==> config.mk <==
export PLATFORM = sky130hd
export DESIGN_NAME = route_junction
export DESIGN_NICKNAME = d
export VERILOG_FILES = /design/src/rtl/junction_pkg.sv /design/src/rtl/junction_src.sv /design/src/rtl/junction_conflict.sv /design/src/rtl/junction_route.sv /design/src/rtl/route_junction.sv
export SDC_FILE = /design/constraint.sdc
export NUM_CORES = 1
export LEC_CHECK = 0
export BUFFER_PORTS_ARGS = -buffer_cell sky130_fd_sc_hd__buf_4
export CORE_AREA = 2 2 39 41
export CTS_CLUSTER_DIAMETER = 100
export CTS_CLUSTER_SIZE = 24
export DETAILED_ROUTE_END_ITERATION = 8
export DIE_AREA = 0 0 41 43
export PLACE_DENSITY_LB_ADDON = 0.25
export SLEW_MARGIN = 20
export SYNTH_ARGS = -nofsm -noshare
export SYNTH_HDL_FRONTEND = slang
export SYNTH_SLANG_ARGS = --single-unit
==> constraint.sdc <==
create_clock -name clk -period 2.31 [get_ports clk]
set_input_delay 0.1155 -clock clk [delete_from_list [all_inputs] [get_ports clk]]
set_output_delay 0.1155 -clock clk [all_outputs]
set_load 0.03 [all_outputs]
==> src/rtl/junction_pkg.sv <==
package junction_pkg;
  localparam int unsigned N_CONN = 10;

  // Connection bit positions inside the enable word.
  localparam int unsigned K_GO_GI_A = 0;
  localparam int unsigned K_LD_LD   = 1;
  localparam int unsigned K_GO_GI_B = 2;
  localparam int unsigned K_GO_LONG = 3;
  localparam int unsigned K_RU_RU   = 4;
  localparam int unsigned K_GO_LD   = 5;
  localparam int unsigned K_LD_GI   = 6;
  localparam int unsigned K_GO_RU   = 7;
  localparam int unsigned K_LONG_GI = 8;
  localparam int unsigned K_RU_GI   = 9;

  typedef enum logic [1:0] {
    DST_GI   = 2'd0,
    DST_RU   = 2'd1,
    DST_LD   = 2'd2,
    DST_LONG = 2'd3
  } dest_e;

  localparam int unsigned N_DEST = 4;

  function automatic dest_e dest_of(input int unsigned k);
    case (k)
      K_LD_LD, K_GO_LD:  dest_of = DST_LD;
      K_RU_RU, K_GO_RU:  dest_of = DST_RU;
      K_GO_LONG:         dest_of = DST_LONG;
      default:           dest_of = DST_GI;
    endcase
  endfunction
endpackage

==> src/rtl/junction_src.sv <==
module junction_src #(
  parameter int unsigned W = 1
) (
  input  logic         clk,
  input  logic         rst,
  input  logic         reg_out,
  input  logic [W-1:0] gate_out,
  output logic [W-1:0] src_val
);
  logic [W-1:0] hold_q;

  always_ff @(posedge clk) begin
    if (rst) hold_q <= '0;
    else     hold_q <= gate_out;
  end

  assign src_val = reg_out ? hold_q : gate_out;

  // registered path carries the gate output from one edge earlier
  p_reg_path_r6: assert property (@(posedge clk) disable iff (rst)
    (reg_out && $past(!rst)) |-> (src_val == $past(gate_out)));
endmodule

==> src/rtl/junction_conflict.sv <==
module junction_conflict
  import junction_pkg::*;
(
  input  logic [N_CONN-1:0] conn_en,
  output logic [N_DEST-1:0] clash
);
  localparam int unsigned CW = $clog2(N_CONN + 1);

  for (genvar d = 0; d < N_DEST; d++) begin : g_dest
    logic [CW-1:0] drivers;
    always_comb begin
      drivers = '0;
      for (int unsigned k = 0; k < N_CONN; k++)
        if (conn_en[k] && (dest_of(k) == dest_e'(d)))
          drivers = drivers + CW'(1);
    end
    assign clash[d] = (drivers > CW'(1));
  end
endmodule

==> src/rtl/junction_route.sv <==
module junction_route
  import junction_pkg::*;
#(
  parameter int unsigned W = 1
) (
  input  logic [N_CONN-1:0] conn_en,
  input  logic [N_DEST-1:0] clash,
  input  logic              tri_mode,
  input  logic [W-1:0]      src_val,
  input  logic [W-1:0]      ru_in,
  input  logic [W-1:0]      ld_in,
  input  logic [W-1:0]      long_rd,
  output logic [W-1:0]      gi_nxt,
  output logic [W-1:0]      ru_nxt,
  output logic [W-1:0]      ld_nxt,
  output logic [W-1:0]      long_nxt,
  output logic [W-1:0]      oe_nxt
);
  logic [W-1:0] cand [N_CONN];

  // Value each connection would deliver; short-segment sources invert.
  always_comb begin
    for (int unsigned k = 0; k < N_CONN; k++) begin
      case (k)
        K_LD_LD, K_LD_GI:  cand[k] = ~ld_in;
        K_RU_RU, K_RU_GI:  cand[k] = ~ru_in;
        K_LONG_GI:         cand[k] = long_rd;
        default:           cand[k] = src_val;
      endcase
    end
  end

  logic [W-1:0] merged [N_DEST];

  for (genvar d = 0; d < N_DEST; d++) begin : g_merge
    always_comb begin
      merged[d] = '0;
      for (int unsigned k = 0; k < N_CONN; k++)
        if (conn_en[k] && (dest_of(k) == dest_e'(d)))
          merged[d] = merged[d] | cand[k];
      if (clash[d]) merged[d] = '0;
    end
  end

  assign gi_nxt   = merged[DST_GI];
  assign ru_nxt   = merged[DST_RU];
  assign ld_nxt   = merged[DST_LD];
  assign long_nxt = merged[DST_LONG];

  always_comb begin
    if (!conn_en[K_GO_LONG]) oe_nxt = '0;
    else if (tri_mode)       oe_nxt = merged[DST_LD];
    else                     oe_nxt = '1;
  end
endmodule

==> src/rtl/route_junction.sv <==
module route_junction
  import junction_pkg::*;
#(
  parameter int unsigned W = 1
) (
  input  logic              clk,
  input  logic              rst,
  input  logic [N_CONN-1:0] conn_en,
  input  logic              reg_out,
  input  logic              tri_mode,
  input  logic [W-1:0]      gate_out,
  input  logic [W-1:0]      ru_in,
  input  logic [W-1:0]      ld_in,
  input  logic [W-1:0]      long_rd,
  output logic [W-1:0]      gate_in,
  output logic [W-1:0]      ru_out,
  output logic [W-1:0]      ld_out,
  output logic [W-1:0]      long_drv,
  output logic [W-1:0]      long_oe,
  output logic              cfg_err
);
  localparam logic [N_CONN-1:0] GI_SET = 10'b1101000101;
  localparam logic [N_CONN-1:0] RU_SET = 10'b0010010000;
  localparam logic [N_CONN-1:0] LD_SET = 10'b0000100010;

  logic [W-1:0]      src_val;
  logic [N_DEST-1:0] clash;
  logic [W-1:0]      gi_nxt, ru_nxt, ld_nxt, long_nxt, oe_nxt;

  junction_src #(.W(W)) u_src (
    .clk(clk), .rst(rst), .reg_out(reg_out),
    .gate_out(gate_out), .src_val(src_val)
  );

  junction_conflict u_conf (
    .conn_en(conn_en), .clash(clash)
  );

  junction_route #(.W(W)) u_route (
    .conn_en(conn_en), .clash(clash), .tri_mode(tri_mode),
    .src_val(src_val), .ru_in(ru_in), .ld_in(ld_in), .long_rd(long_rd),
    .gi_nxt(gi_nxt), .ru_nxt(ru_nxt), .ld_nxt(ld_nxt),
    .long_nxt(long_nxt), .oe_nxt(oe_nxt)
  );

  always_ff @(posedge clk) begin
    if (rst) begin
      gate_in  <= '0;
      ru_out   <= '0;
      ld_out   <= '0;
      long_drv <= '0;
      long_oe  <= '0;
      cfg_err  <= 1'b0;
    end else begin
      gate_in  <= gi_nxt;
      ru_out   <= ru_nxt;
      ld_out   <= ld_nxt;
      long_drv <= long_nxt;
      long_oe  <= oe_nxt;
      cfg_err  <= |clash;
    end
  end

  // doubled gate-input drive flags and mutes the gate input
  p_gi_clash_r7: assert property (@(posedge clk) disable iff (rst)
    (conn_en[K_GO_GI_A] && conn_en[K_RU_GI]) |=> (cfg_err && gate_in == '0));

  // doubled down/left drive flags and mutes the down/left output
  p_ld_clash_r7: assert property (@(posedge clk) disable iff (rst)
    (conn_en[K_LD_LD] && conn_en[K_GO_LD]) |=> (cfg_err && ld_out == '0));

  // a legal word never raises the flag
  p_legal_quiet_r7: assert property (@(posedge clk) disable iff (rst)
    ($countones(conn_en & GI_SET) <= 1 && $countones(conn_en & RU_SET) <= 1 &&
     $countones(conn_en & LD_SET) <= 1) |=> !cfg_err);

  // long driver silent without bit 3
  p_long_off_r8: assert property (@(posedge clk) disable iff (rst)
    !conn_en[K_GO_LONG] |=> (long_oe == '0 && long_drv == '0));

  // plain mode fully enables the long driver
  p_long_plain_r8: assert property (@(posedge clk) disable iff (rst)
    (conn_en[K_GO_LONG] && !tri_mode) |=> (long_oe == '1));
endmodule

---- Word-level counts from Yosys, hierarchy flattened ----
Cells that the tools add are included.
word-level totals
  input port bits ......................... 18
  logic and storage cells ................. 53
  register bits after elaboration ......... 7
operators by class
  bitwise gates (word level) .............. 9
  reduce and logical (&&, ||, !) cells .... 5
  add/sub/neg operators ................... 6
  muxes and demuxes ....................... 22
  $lt $le $gt $ge ......................... 4
operators with widths
  operator             count
  $mux 4               6
  $mux 1               16
  $add 4x1->4 const B  3
  $gt 4x1->1 const B   3
  $add 1x1->2 const B  3
  $or 1x1->1           6
  $reduce_or 2->1      3
  $reduce_or 4->1      1
  $not 1->1            3
  $reduce_or 3->1      1
  $gt 1x1->1 const B   1

---- Logic depth before layout (Yosys ltp) ----
Gate-level depths: netlist of the first run.
  word-level depth ........................ 11
  depth in mapped cells ................... 12

---- Hierarchy ----
A second synthesis of the first run with hierarchy kept.
unflattened totals
  cell total of the unflattened synthesis .. 70
  area, all modules ....................... 599.3 um2
modules (own cells, without submodules)
  module             sequential area each (um2)  instances  cells an instance  area each (um2)
  junction_conflict  0.0                         1          39                 307.8
  route_junction     120.1                       1          13                 168.9
  junction_route     0.0                         1          15                 81.3
  junction_src       20.0                        1          3                  41.3

---- Least setup slack after synthesis of the first run ----
Ideal clock, no wire load.
  kind .................................... input to register
  start point ............................. in conn_en[0]
  end point ............................... reg gate_in
  setup slack ............................. 0.199 ns
  stages .................................. 11
  buffers on the path ..................... 0
  arrival ................................. 2.050 ns
  cell sequence ........................... inv_1 -> ha_1 -> xor2_1 -> ha_1 -> nor2b_1 -> a31oi_1 -> ha_1 -> nor2b_1 -> o311a_1 -> a31o_1 -> and4b_1
between the ends
  longest elaborated chain between the ends .. 11
RTL lines
  element                           RTL line                 source
  start, declared                   route_junction.sv:8      input logic [N_CONN-1:0] conn_en,
  $mux 1                            junction_conflict.sv:14  if (conn_en[k] && (dest_of(k) == dest_e'(d)))
  $add 1x1->2                       --
  $mux 4                            junction_conflict.sv:14
  $add 4x1->4                       --
  $mux 4                            junction_conflict.sv:14
  $add 4x1->4                       --
  $mux 4                            junction_conflict.sv:14
  $add 4x1->4                       junction_conflict.sv:15  drivers = drivers + CW'(1);
  $mux 4                            junction_conflict.sv:14
  $gt 4x1->1                        junction_conflict.sv:17  assign clash[d] = (drivers > CW'(1));
  $reduce_or 2->1 (no source line)  --
  end signal, assigned              route_junction.sv:55     gate_in <= gi_nxt;
  end, declared                     route_junction.sv:15     output logic [W-1:0] gate_in,
Parallel ways exist; a longest one is shown, timed or not.
A chain may end at the register's enable or synchronous reset.

---- Worst setup path in the final report of the first run ----
Same ends and word-level chain as after synthesis.

==> results.sh, run 1 <==
export IMPL_critPathMaxFanout=4
export IMPL_pre_cts_ws_ns=-0.0358
export IMPL_synth_top_area_frac=0.299
export IMPL_clk_latency_ns=0.25
export IMPL_timing_fmax_mhz=483
export IMPL_final_antenna_net_count=0
export IMPL_fin_crit_ns=2.07
export IMPL_grt_start_max_net_pins=9
export IMPL_layout_setup_ws_ns=0.239
export IMPL_period_share=0.896
export IMPL_vias=498
export IMPL_power_mw=0.374
export IMPL_grt_usage=0.151
export IMPL_ys_warn_count=0
export IMPL_timing_hold_ws_ns=0.0313
export IMPL_p_per_area_nw_per_um2=538
export IMPL_drive_above_1_share=0.349
export IMPL_num_io_pins=24
export IMPL_cts_buffer_depth=2
export IMPL_ys_ff_latch=7
export IMPL_grt_pass1_vias=463
export IMPL_syn_inst=55
export IMPL_ys_flop_type="dfxtp_1"
export IMPL_fp_row_count=14
export IMPL_start_util=0.339
export IMPL_cts_htree_levels=1
export IMPL_nets=107
export IMPL_cts_root_buffer="clkbuf_4"
export IMPL_post_cts_buffers=0
export IMPL_detail_route_vias_per_cell=5.03
export IMPL_power_leakage_nw=0.341
export IMPL_area_growth_pct=48.3
export IMPL_clk_pin_slew_worst_paths_ns=0.05
export IMPL_cap_violations=0
export IMPL_antenna_found_initial=0
export IMPL_final_max_slew_viol_count=0
export IMPL_avgSynthCellArea_um2=8.53
export IMPL_yosysSeqAreaShare=0.299
export IMPL_synthesis_area_um2=469
export IMPL_syn_nets=78
export IMPL_outcome="finished, final reports clean"
export IMPL_slew_limit_headroom=0.759
export IMPL_yosys_top_cells_area="dfxtp_1 (30%), ha_1 (13%), inv_1 (4.8%), a31oi_1 (4.0%), nand2b_1 (4.0%)"
export IMPL_hp_class="input port to register"
export IMPL_core_um2=1380
export IMPL_cts_resized=0
export IMPL_ys_types=26
export IMPL_drtIter0Drc=17
export IMPL_setup_tns_ns=0
export IMPL_yosysTopAreaCell="dfxtp_1"
export IMPL_port_buffers=23
export IMPL_first_pass_iters=4
export IMPL_critPathRequiredTime_ns=2.50
export IMPL_crit_arrival_ns=2.26
export IMPL_cp_start_kind="input port"
export IMPL_gp_congestion=0.731
export IMPL_async_flop_share=0
export IMPL_setup_viol=0
export IMPL_drcViolationCount=0
export IMPL_n_antenna_cell=0
export IMPL_cts_sinks=7
export IMPL_rsz0062_at_grt="no"
export IMPL_die_area_um2=1760
export IMPL_grt_pass1_wl_um=1810
export IMPL_grt_overflow=0
export IMPL_path_class="input port to register"
export IMPL_finalHoldViolations=0
export IMPL_cts_tree="done"
export IMPL_die_y_um=43
export IMPL_drt_wl_total_um=1050
export IMPL_cts_hold_buf=0
export IMPL_peakVddDrop_v=0.000217
export IMPL_skew_ns=0.00694
export IMPL_worst_slew_pin_slew_ns=0.351
export IMPL_cp_end_kind="register"
export IMPL_wl_per_cell_um=10.6
export IMPL_numCtsBuffers=3
export IMPL_die_w_um=41
export IMPL_synth_edf_count=0
## cells in the final DEF, fill, tap and decap left out, types with 2 or more instances in the layout
cell type   n
xnor2_1     2
clkbuf_4    3
inv_1       6
nand2_1     2
ha_1        5
nor2b_1     3
a21oi_1     2
nor2_1      5
dfxtp_1     7
buf_4      24
nand3b_1    2
nand2b_1    3
a31oi_1     3
## worst paths after layout
path / cells after the start / end / from / slack [ns]
worst max-delay path: 12 / gate_in / conn_en[0] / 0.24
worst min-delay path: 2 / long_oe / tri_mode / 0.03
worst max register to register: 4 / long_oe / u_src.hold_q / 1.25
worst min register to register: 2 / long_drv / u_src.hold_q / 0.58
## power by group
group / leakage, nW / switching, mW / internal [mW]
clock network: 0.0150 / 0.0452 / 0.0659
logic: 0.269 / 0.0665 / 0.0646
registers: 0.0578 / 0.00202 / 0.130
## Yosys cell counts, types with 2 or more instances
| cell type | count |
|---|---|
| nand2b_1 | 3 |
| nand3b_1 | 2 |
| xnor2_1 | 2 |
| nor2b_1 | 3 |
| a31oi_1 | 3 |
| a21oi_1 | 2 |
| dfxtp_1 | 7 |
| nor2_1 | 5 |
| inv_1 | 6 |
| nand2_1 | 2 |
| ha_1 | 5 |
## per-stage QoR
step	instance area, um2	std cells	utilization
2_1_floorplan	469	55	-
3_3_place_gp	669	95	0.484
3_5_place_dp	669	95	0.484
4_1_cts	696	99	0.503
5_1_grt	696	99	0.503
6_report	696	99	0.503
## sequential cells by signal, indices dropped and copies added (netlist names)
name,cells
u_src.hold_q,1
ru_out,1
gate_in,1
cfg_err,1
long_drv,1
long_oe,1
ld_out,1
## layout make-up
| cell class | instances | area [um2] |
|---|---|---|
| Fill cell | 145 | 688 |
| Multi-Input combinational cell | 42 | 307 |
| Inverter | 6 | 22.5 |
| Tap cell | 16 | 20.0 |
| Clock buffer | 4 | 26.3 |
| Timing Repair Buffer | 24 | 180 |
| Sequential cell | 7 | 140 |
## critical path: stages
cell	delay, ns
buf_4	0.10
inv_1	0.04
ha_1	0.31
xor2_1	0.18
ha_1	0.34
nor2b_1	0.05
a31oi_1	0.20
ha_1	0.27
nor2b_1	0.14
o311a_1	0.18
a31o_1	0.15
and4b_1	0.19
## cells by family after synthesis
family	Yosys count	synth area share
xor+xnor	3	0.0560
buf+inv	6	0.0480
simple gates	21	0.259
mux	1	0.0213
compound gates	12	0.184
flops	7	0.299
fa+ha+maj	5	0.133
## metal layers
| metal | track usage | up-vias | part of all wire |
|---|---|---|---|
| met5 | 0 | - | 0 |
| met4 | 0.100 | 0 | 0.0076 |
| met3 | 0.0314 | 2 | 0.079 |
| met2 | 0.228 | 19 | 0.52 |
| met1 | 0.182 | 226 | 0.39 |
| li1 | - | 251 | - |
(Power assumes the default switching activity.)
==> inputs of run 2 (changes only) <==
Settings changed: CELL_PAD_IN_SITES_DETAIL_PLACEMENT from default to 2, CELL_PAD_IN_SITES_GLOBAL_PLACEMENT from default to 2, CORE_AREA 2 2 39 41 to default, CORE_MARGIN from default to 2, CORE_UTILIZATION from default to 22, DIE_AREA 0 0 41 43 to default.
==> run 2 against run 1 <==
Clock power barely moved. Core utilization fell by 14 points. Global-route usage fell by 2.7 points. Flip-flop and latch count did not move. Final cell count rose by 11%. Hold slack barely moved. Register-to-register slack got worse by 0.04 ns. Routed wire length rose by 28%. Highest routed layer is now met3. Via count rose by 1.0%. Clock skew fell by 0.0048 ns.
==> results.sh, run 2 (synthesis results as in run 1) <==
export IMPL_outcome="finished, final reports clean"
export IMPL_r2r_start="u_src.hold_q"
export IMPL_p_clk_frac=0.291
export IMPL_timing_rr_end="gate_in"
export IMPL_clk_latency_ns=0.25
export IMPL_whs_path_depth=2
export IMPL_grt_pass1_vias=553
export IMPL_post_cts_buffers=0
export IMPL_swShare=0.312
export IMPL_power_mw=0.382
export IMPL_peakVddDrop_v=0.000327
export IMPL_vias=503
export IMPL_p_per_area_nw_per_um2=531
export IMPL_antenna_found_initial=0
export IMPL_start_util=0.237
export IMPL_pre_cts_ws_ns=-0.111
export IMPL_n_antenna_cell=0
export IMPL_slew_limit_headroom=0.725
export IMPL_rsz0062_at_grt="no"
export IMPL_multi_input_area_um2=317
export IMPL_area_growth_pct=53.3
export IMPL_gp_congestion=0.775
export IMPL_cp_buffers_inverters=2
export IMPL_cts_buffer_depth=2
export IMPL_grt_start_max_net_pins=9
export IMPL_final_max_slew_viol_count=0
export IMPL_rrSetupSlack_ns=1.21
export IMPL_combPwrFrac=0.364
export IMPL_first_pass_iters=4
export IMPL_timing_fmax_mhz=475
export IMPL_nets=107
export IMPL_worstHoldEndpoint="long_oe"
export IMPL_cts_hold_buf=0
export IMPL_crit_arrival_ns=2.30
export IMPL_fillers=243
export IMPL_fin_crit_ns=2.10
export IMPL_finalHoldViolations=0
export IMPL_period_share=0.911
export IMPL_regArea_um2=140
export IMPL_hp_class="input port to register"
export IMPL_port_buffers=23
export IMPL_cap_violations=0
export IMPL_worst_slew_pin_slew_ns=0.401
export IMPL_cp_start_kind="input port"
export IMPL_critPathTopFamily="adder cells"
export IMPL_cts_root_buffer="clkbuf_4"
export IMPL_internal_power_mw=0.263
export IMPL_detail_route_vias_per_cell=4.57
export IMPL_slowest_stage="ha_1"
export IMPL_drtIter0Drc=1
export IMPL_grt_pass1_wl_um=2400
export IMPL_die_w_um=50.2
export IMPL_final_common_cell="buf_4"
export IMPL_rr_worst_depth=3
export IMPL_cp_end_kind="register"
export IMPL_drive_above_1_share=0.373
export IMPL_fin_util=0.363
export IMPL_wl_per_cell_um=12.2
export IMPL_power_leakage_nw=0.344
export IMPL_num_io_pins=24
export IMPL_final_antenna_net_count=0
export IMPL_clk_pin_slew_worst_paths_ns=0.05
export IMPL_dp_cells=106
export IMPL_setup_viol=0
export IMPL_die_y_um=50.2
export IMPL_critPathRequiredTime_ns=2.51
export IMPL_core_um2=1980
export IMPL_grt_usage=0.125
export IMPL_fp_row_count=16
export IMPL_path_class="input port to register"
export IMPL_critPathMaxStageDelay_ns=0.35
export IMPL_final_cell_mix="buf_4 (24), dfxtp_1 (7), inv_1 (6)"
export IMPL_sequentialPowerShare=0.345
export IMPL_crit_chain="buf_4 > inv_1 > ha_1 > xor2_2 > ha_1 > nor2b_1 > a31oi_1 > ha_1 > nor2b_2 > o311a_1 > a31o_1 > and4b_1"
export IMPL_cts_sinks=7
export IMPL_cts_tree="done"
export IMPL_critPathMaxFanout=4
export IMPL_layout_cells_non_filler=110
export IMPL_skew_ns=0.00213
export IMPL_p_sw_mw=0.119
export IMPL_holdCritStartpoint="tri_mode"
export IMPL_dp_final_hpwl_um=1150
export IMPL_drcViolationCount=0
export IMPL_path_common_cell="ha_1"
export IMPL_die_area_um2=2520
export IMPL_drt_wl_total_um=1340
export IMPL_layout_setup_ws_ns=0.206
export IMPL_numCtsBuffers=3
export IMPL_cts_htree_levels=1
export IMPL_grt_overflow=0
==> run 2: cell counts in the layout (fill, tap and decap cells not counted) <==
Identical to the previous run, type by type.
==> run 2: timing repair <==
action,in CTS,in global routing
resized for setup,0,2
setup endpoints to repair,0,2
hold endpoints to repair,0,0
==> run 2: final cells by class <==
class / instances / share of cell area
Clock buffer: 4 / 0.0365
Sequential cell: 7 / 0.195
Timing Repair Buffer: 24 / 0.250
Tap cell: 27 / 0.0470
Multi-Input combinational cell: 42 / 0.440
Inverter: 6 / 0.0313
==> run 2: how the worst max path moves through the flow <==
stage / from / endpoint / slack, ns / cells after the start
global placement: conn_en[0] / gate_in / 0.04 / 12
finish: conn_en[0] / gate_in / 0.21 / 12
global route: conn_en[0] / gate_in / 0.02 / 12
floorplan: conn_en[0] / gate_in / 0.20 / 11
detailed placement: conn_en[0] / gate_in / -0.11 / 12
CTS: conn_en[0] / gate_in / 0.14 / 12
==> run 2: metal layers <==
layer  up-vias  share of wire  global-route usage
met5         -              0                   0
met4         0              0              0.0417
met3         0          0.067              0.0268
met2        15           0.48               0.202
met1       238           0.45               0.163
li1        250              -                   -
==> run 2: through the flow <==
stage	hold WS, ns	instance area (um2)	setup TNS [ns]
after floorplan	0.185	469	0
after global placement	0.292	683	0
after detailed placement	0.296	683	-0.182
after CTS	0.0248	709	0
after global routing	0.0285	719	0
final	0.0312	719	0
==> run 2: worst register-to-register path: stages, from the launching register on <==
cell and delay [ns]:
dfxtp_1 0.30, mux2i_1 0.34, o21ai_0 0.17, and4b_1 0.19
==> run 2: power groups by stage <==
stage / combinational, mW / clock (mW) / sequential, mW
after floorplan: 0.0595 / 0 / 0.151
after global placement: 0.132 / 0 / 0.134
after detailed placement: 0.137 / 0 / 0.134
after CTS: 0.138 / 0.116 / 0.132
after global routing: 0.158 / 0.127 / 0.133
final: 0.139 / 0.111 / 0.132
==> inputs of run 3 (changes only) <==
==> constraint.sdc (replaced) <==
create_clock -name clk -period 2.31 [get_ports clk]
set_input_delay 0.462 -clock clk [delete_from_list [all_inputs] [get_ports clk]]
set_output_delay 0.462 -clock clk [all_outputs]
set_load 0.03 [all_outputs]
==> run 3 against run 2 <==
Clock power about the same. Via count increased by 13%. Maximum frequency decreased by 7.3%. Core utilization increased by 7.6 points. Critical endpoint unchanged. Highest routed layer unchanged.
==> results.sh, run 3 (synthesis results as in run 1) <==
export IMPL_outcome="finished, final reports clean"
export IMPL_fp_row_count=16
export IMPL_p_per_area_nw_per_um2=501
export IMPL_final_antenna_net_count=0
export IMPL_antenna_found_initial=0
export IMPL_die_w_um=50.2
export IMPL_vias=570
export IMPL_gp_congestion=0.748
export IMPL_nets=119
export IMPL_holdCritStartpoint="tri_mode"
export IMPL_final_max_slew_viol_count=0
export IMPL_finalHoldViolations=0
export IMPL_grt_start_max_net_pins=9
export IMPL_crit_arrival_ns=2.46
export IMPL_rr_worst_depth=4
export IMPL_grt_pass1_wl_um=2590
export IMPL_detail_route_vias_per_cell=4.67
export IMPL_slowest_stage="ha_4"
export IMPL_critPathMaxFanout=3
export IMPL_placed_cell_area_um2=776
export IMPL_grt_usage=0.140
export IMPL_cp_start_kind="input port"
export IMPL_dp_cells=114
export IMPL_whs_path_depth=2
export IMPL_cts_tree="done"
export IMPL_grt_overflow=0
export IMPL_n_antenna_cell=0
export IMPL_cap_violations=0
export IMPL_first_pass_iters=5
export IMPL_layout_cells_non_filler=122
export IMPL_clk_latency_ns=0.25
export IMPL_area_growth_pct=85.6
export IMPL_hp_class="input port to register"
export IMPL_numCtsBuffers=3
export IMPL_timing_rr_end="long_oe"
export IMPL_drtIter0Drc=5
export IMPL_cts_sinks=7
export IMPL_timing_fmax_mhz=441
export IMPL_num_io_pins=24
export IMPL_cts_hold_buf=0
export IMPL_rrSetupSlack_ns=1.23
export IMPL_fin_crit_ns=2.27
export IMPL_drive_above_1_share=0.505
export IMPL_path_class="input port to register"
export IMPL_skew_ns=0.00514
export IMPL_power_mw=0.436
export IMPL_setup_viol=0
export IMPL_power_leakage_nw=0.407
export IMPL_crit_chain="buf_4 > ha_1 > nand2b_1 > nand2_1 > ha_4 > nor2b_2 > a31oi_1 > ha_1 > nor2b_2 > o311a_1 > a31o_1 > and4b_1"
export IMPL_fin_util=0.439
export IMPL_final_cell_mix="buf_4 (35), dfxtp_1 (7), nor2_1 (5)"
export IMPL_final_common_cell="buf_4"
export IMPL_cts_htree_levels=1
export IMPL_core_um2=1980
export IMPL_clk_pin_slew_worst_paths_ns=0.05
export IMPL_die_area_um2=2520
export IMPL_drcViolationCount=0
export IMPL_port_buffers=23
export IMPL_die_y_um=50.2
export IMPL_worst_slew_pin_slew_ns=0.349
export IMPL_slew_limit_headroom=0.760
export IMPL_critPathMaxStageDelay_ns=0.28
export IMPL_start_util=0.237
export IMPL_worstHoldEndpoint="long_oe"
export IMPL_peakVddDrop_v=0.000315
export IMPL_cp_end_kind="register"
export IMPL_postLayoutCellArea_um2=871
export IMPL_cts_root_buffer="clkbuf_4"
export IMPL_critPathRequiredTime_ns=2.50
export IMPL_cts_buffer_depth=2
export IMPL_drt_wl_total_um=1550
export IMPL_r2r_start="u_src.hold_q"
export IMPL_dp_final_hpwl_um=1290
export IMPL_grt_pass1_vias=634
export IMPL_wl_per_cell_um=12.7
export IMPL_period_share=0.982
-- run 3: cell count changes in the layout (fill, tap and decap cells not counted) --
| cell | previous run | this run |
|---|---|---|
| inv_4 | 0 | 1 |
| inv_12 | 0 | 1 |
| nor2b_2 | 1 | 2 |
| inv_1 | 6 | 4 |
| buf_4 | 24 | 35 |
| xor2_4 | 0 | 1 |
| nor2b_1 | 2 | 1 |
| ha_4 | 0 | 2 |
| buf_8 | 0 | 1 |
| xor2_2 | 1 | 0 |
| ha_1 | 5 | 3 |
-- run 3: worst max-delay path, delay by kind of cell --
family                   cells  cell delay, ns
buffers and inverters        1            0.13
AND/OR/NAND/NOR              5            0.56
adder cells (fa/ha/maj)      3            0.78
AO/OA/AOI/OAI                3            0.53
-- run 3: where the power goes --
group | internal [mW] | switching (mW) | leakage [nW]
Combinational | 0.108 | 0.0880 | 0.335
Sequential | 0.130 | 0.00210 | 0.0578
Clock | 0.0658 | 0.0428 | 0.0150
Total | 0.303 | 0.133 | 0.407
-- run 3: how the worst max path moves through the flow --
stage	from	end	slack, ns	cells after the start
floorplan	conn_en[2]	gate_in	-0.02	11
global placement	conn_en[2]	gate_in	-0.23	12
detailed placement	conn_en[2]	gate_in	-0.35	12
CTS	conn_en[0]	gate_in	0.02	12
global route	conn_en[0]	gate_in	-0.05	12
finish	conn_en[0]	gate_in	0.04	12
-- run 3: metrics by stage --
| step | setup TNS [ns] | hold slack [ns] | setup WS [ns] |
|---|---|---|---|
| after floorplan | -0.0191 | 0.509 | -0.0191 |
| after global placement | -0.426 | 0.580 | -0.231 |
| after detailed placement | -0.647 | 0.579 | -0.347 |
| after CTS | 0 | 0.377 | 0.0198 |
| after global routing | -0.0572 | 0.371 | -0.0498 |
| final | 0 | 0.381 | 0.0410 |
-- run 3: area by class of cell --
class | count | area, um2
clock buffers | 4 | 26.3
fillers | 230 | 1110
inverters | 6 | 37.5
multi-input cells | 42 | 355
flip-flops and latches | 7 | 140
well taps | 27 | 33.8
repair buffers | 36 | 278
-- run 3: routing by layer --
layer / vias up / track usage / wire, um
li1: 274 / - / -
met1: 276 / 0.136 / 581
met2: 20 / 0.261 / 885
met3: 0 / 0.0565 / 79
met4: 0 / 0.0509 / 0
met5: - / 0 / 0
-- run 3: repair_timing --
| action | in CTS | in global routing |
|---|---|---|
| resized for setup | 2 | 5 |
| setup buffers | 2 | 2 |
| pin swaps | 2 | 4 |
| endpoints found under the setup margin | 2 | 2 |
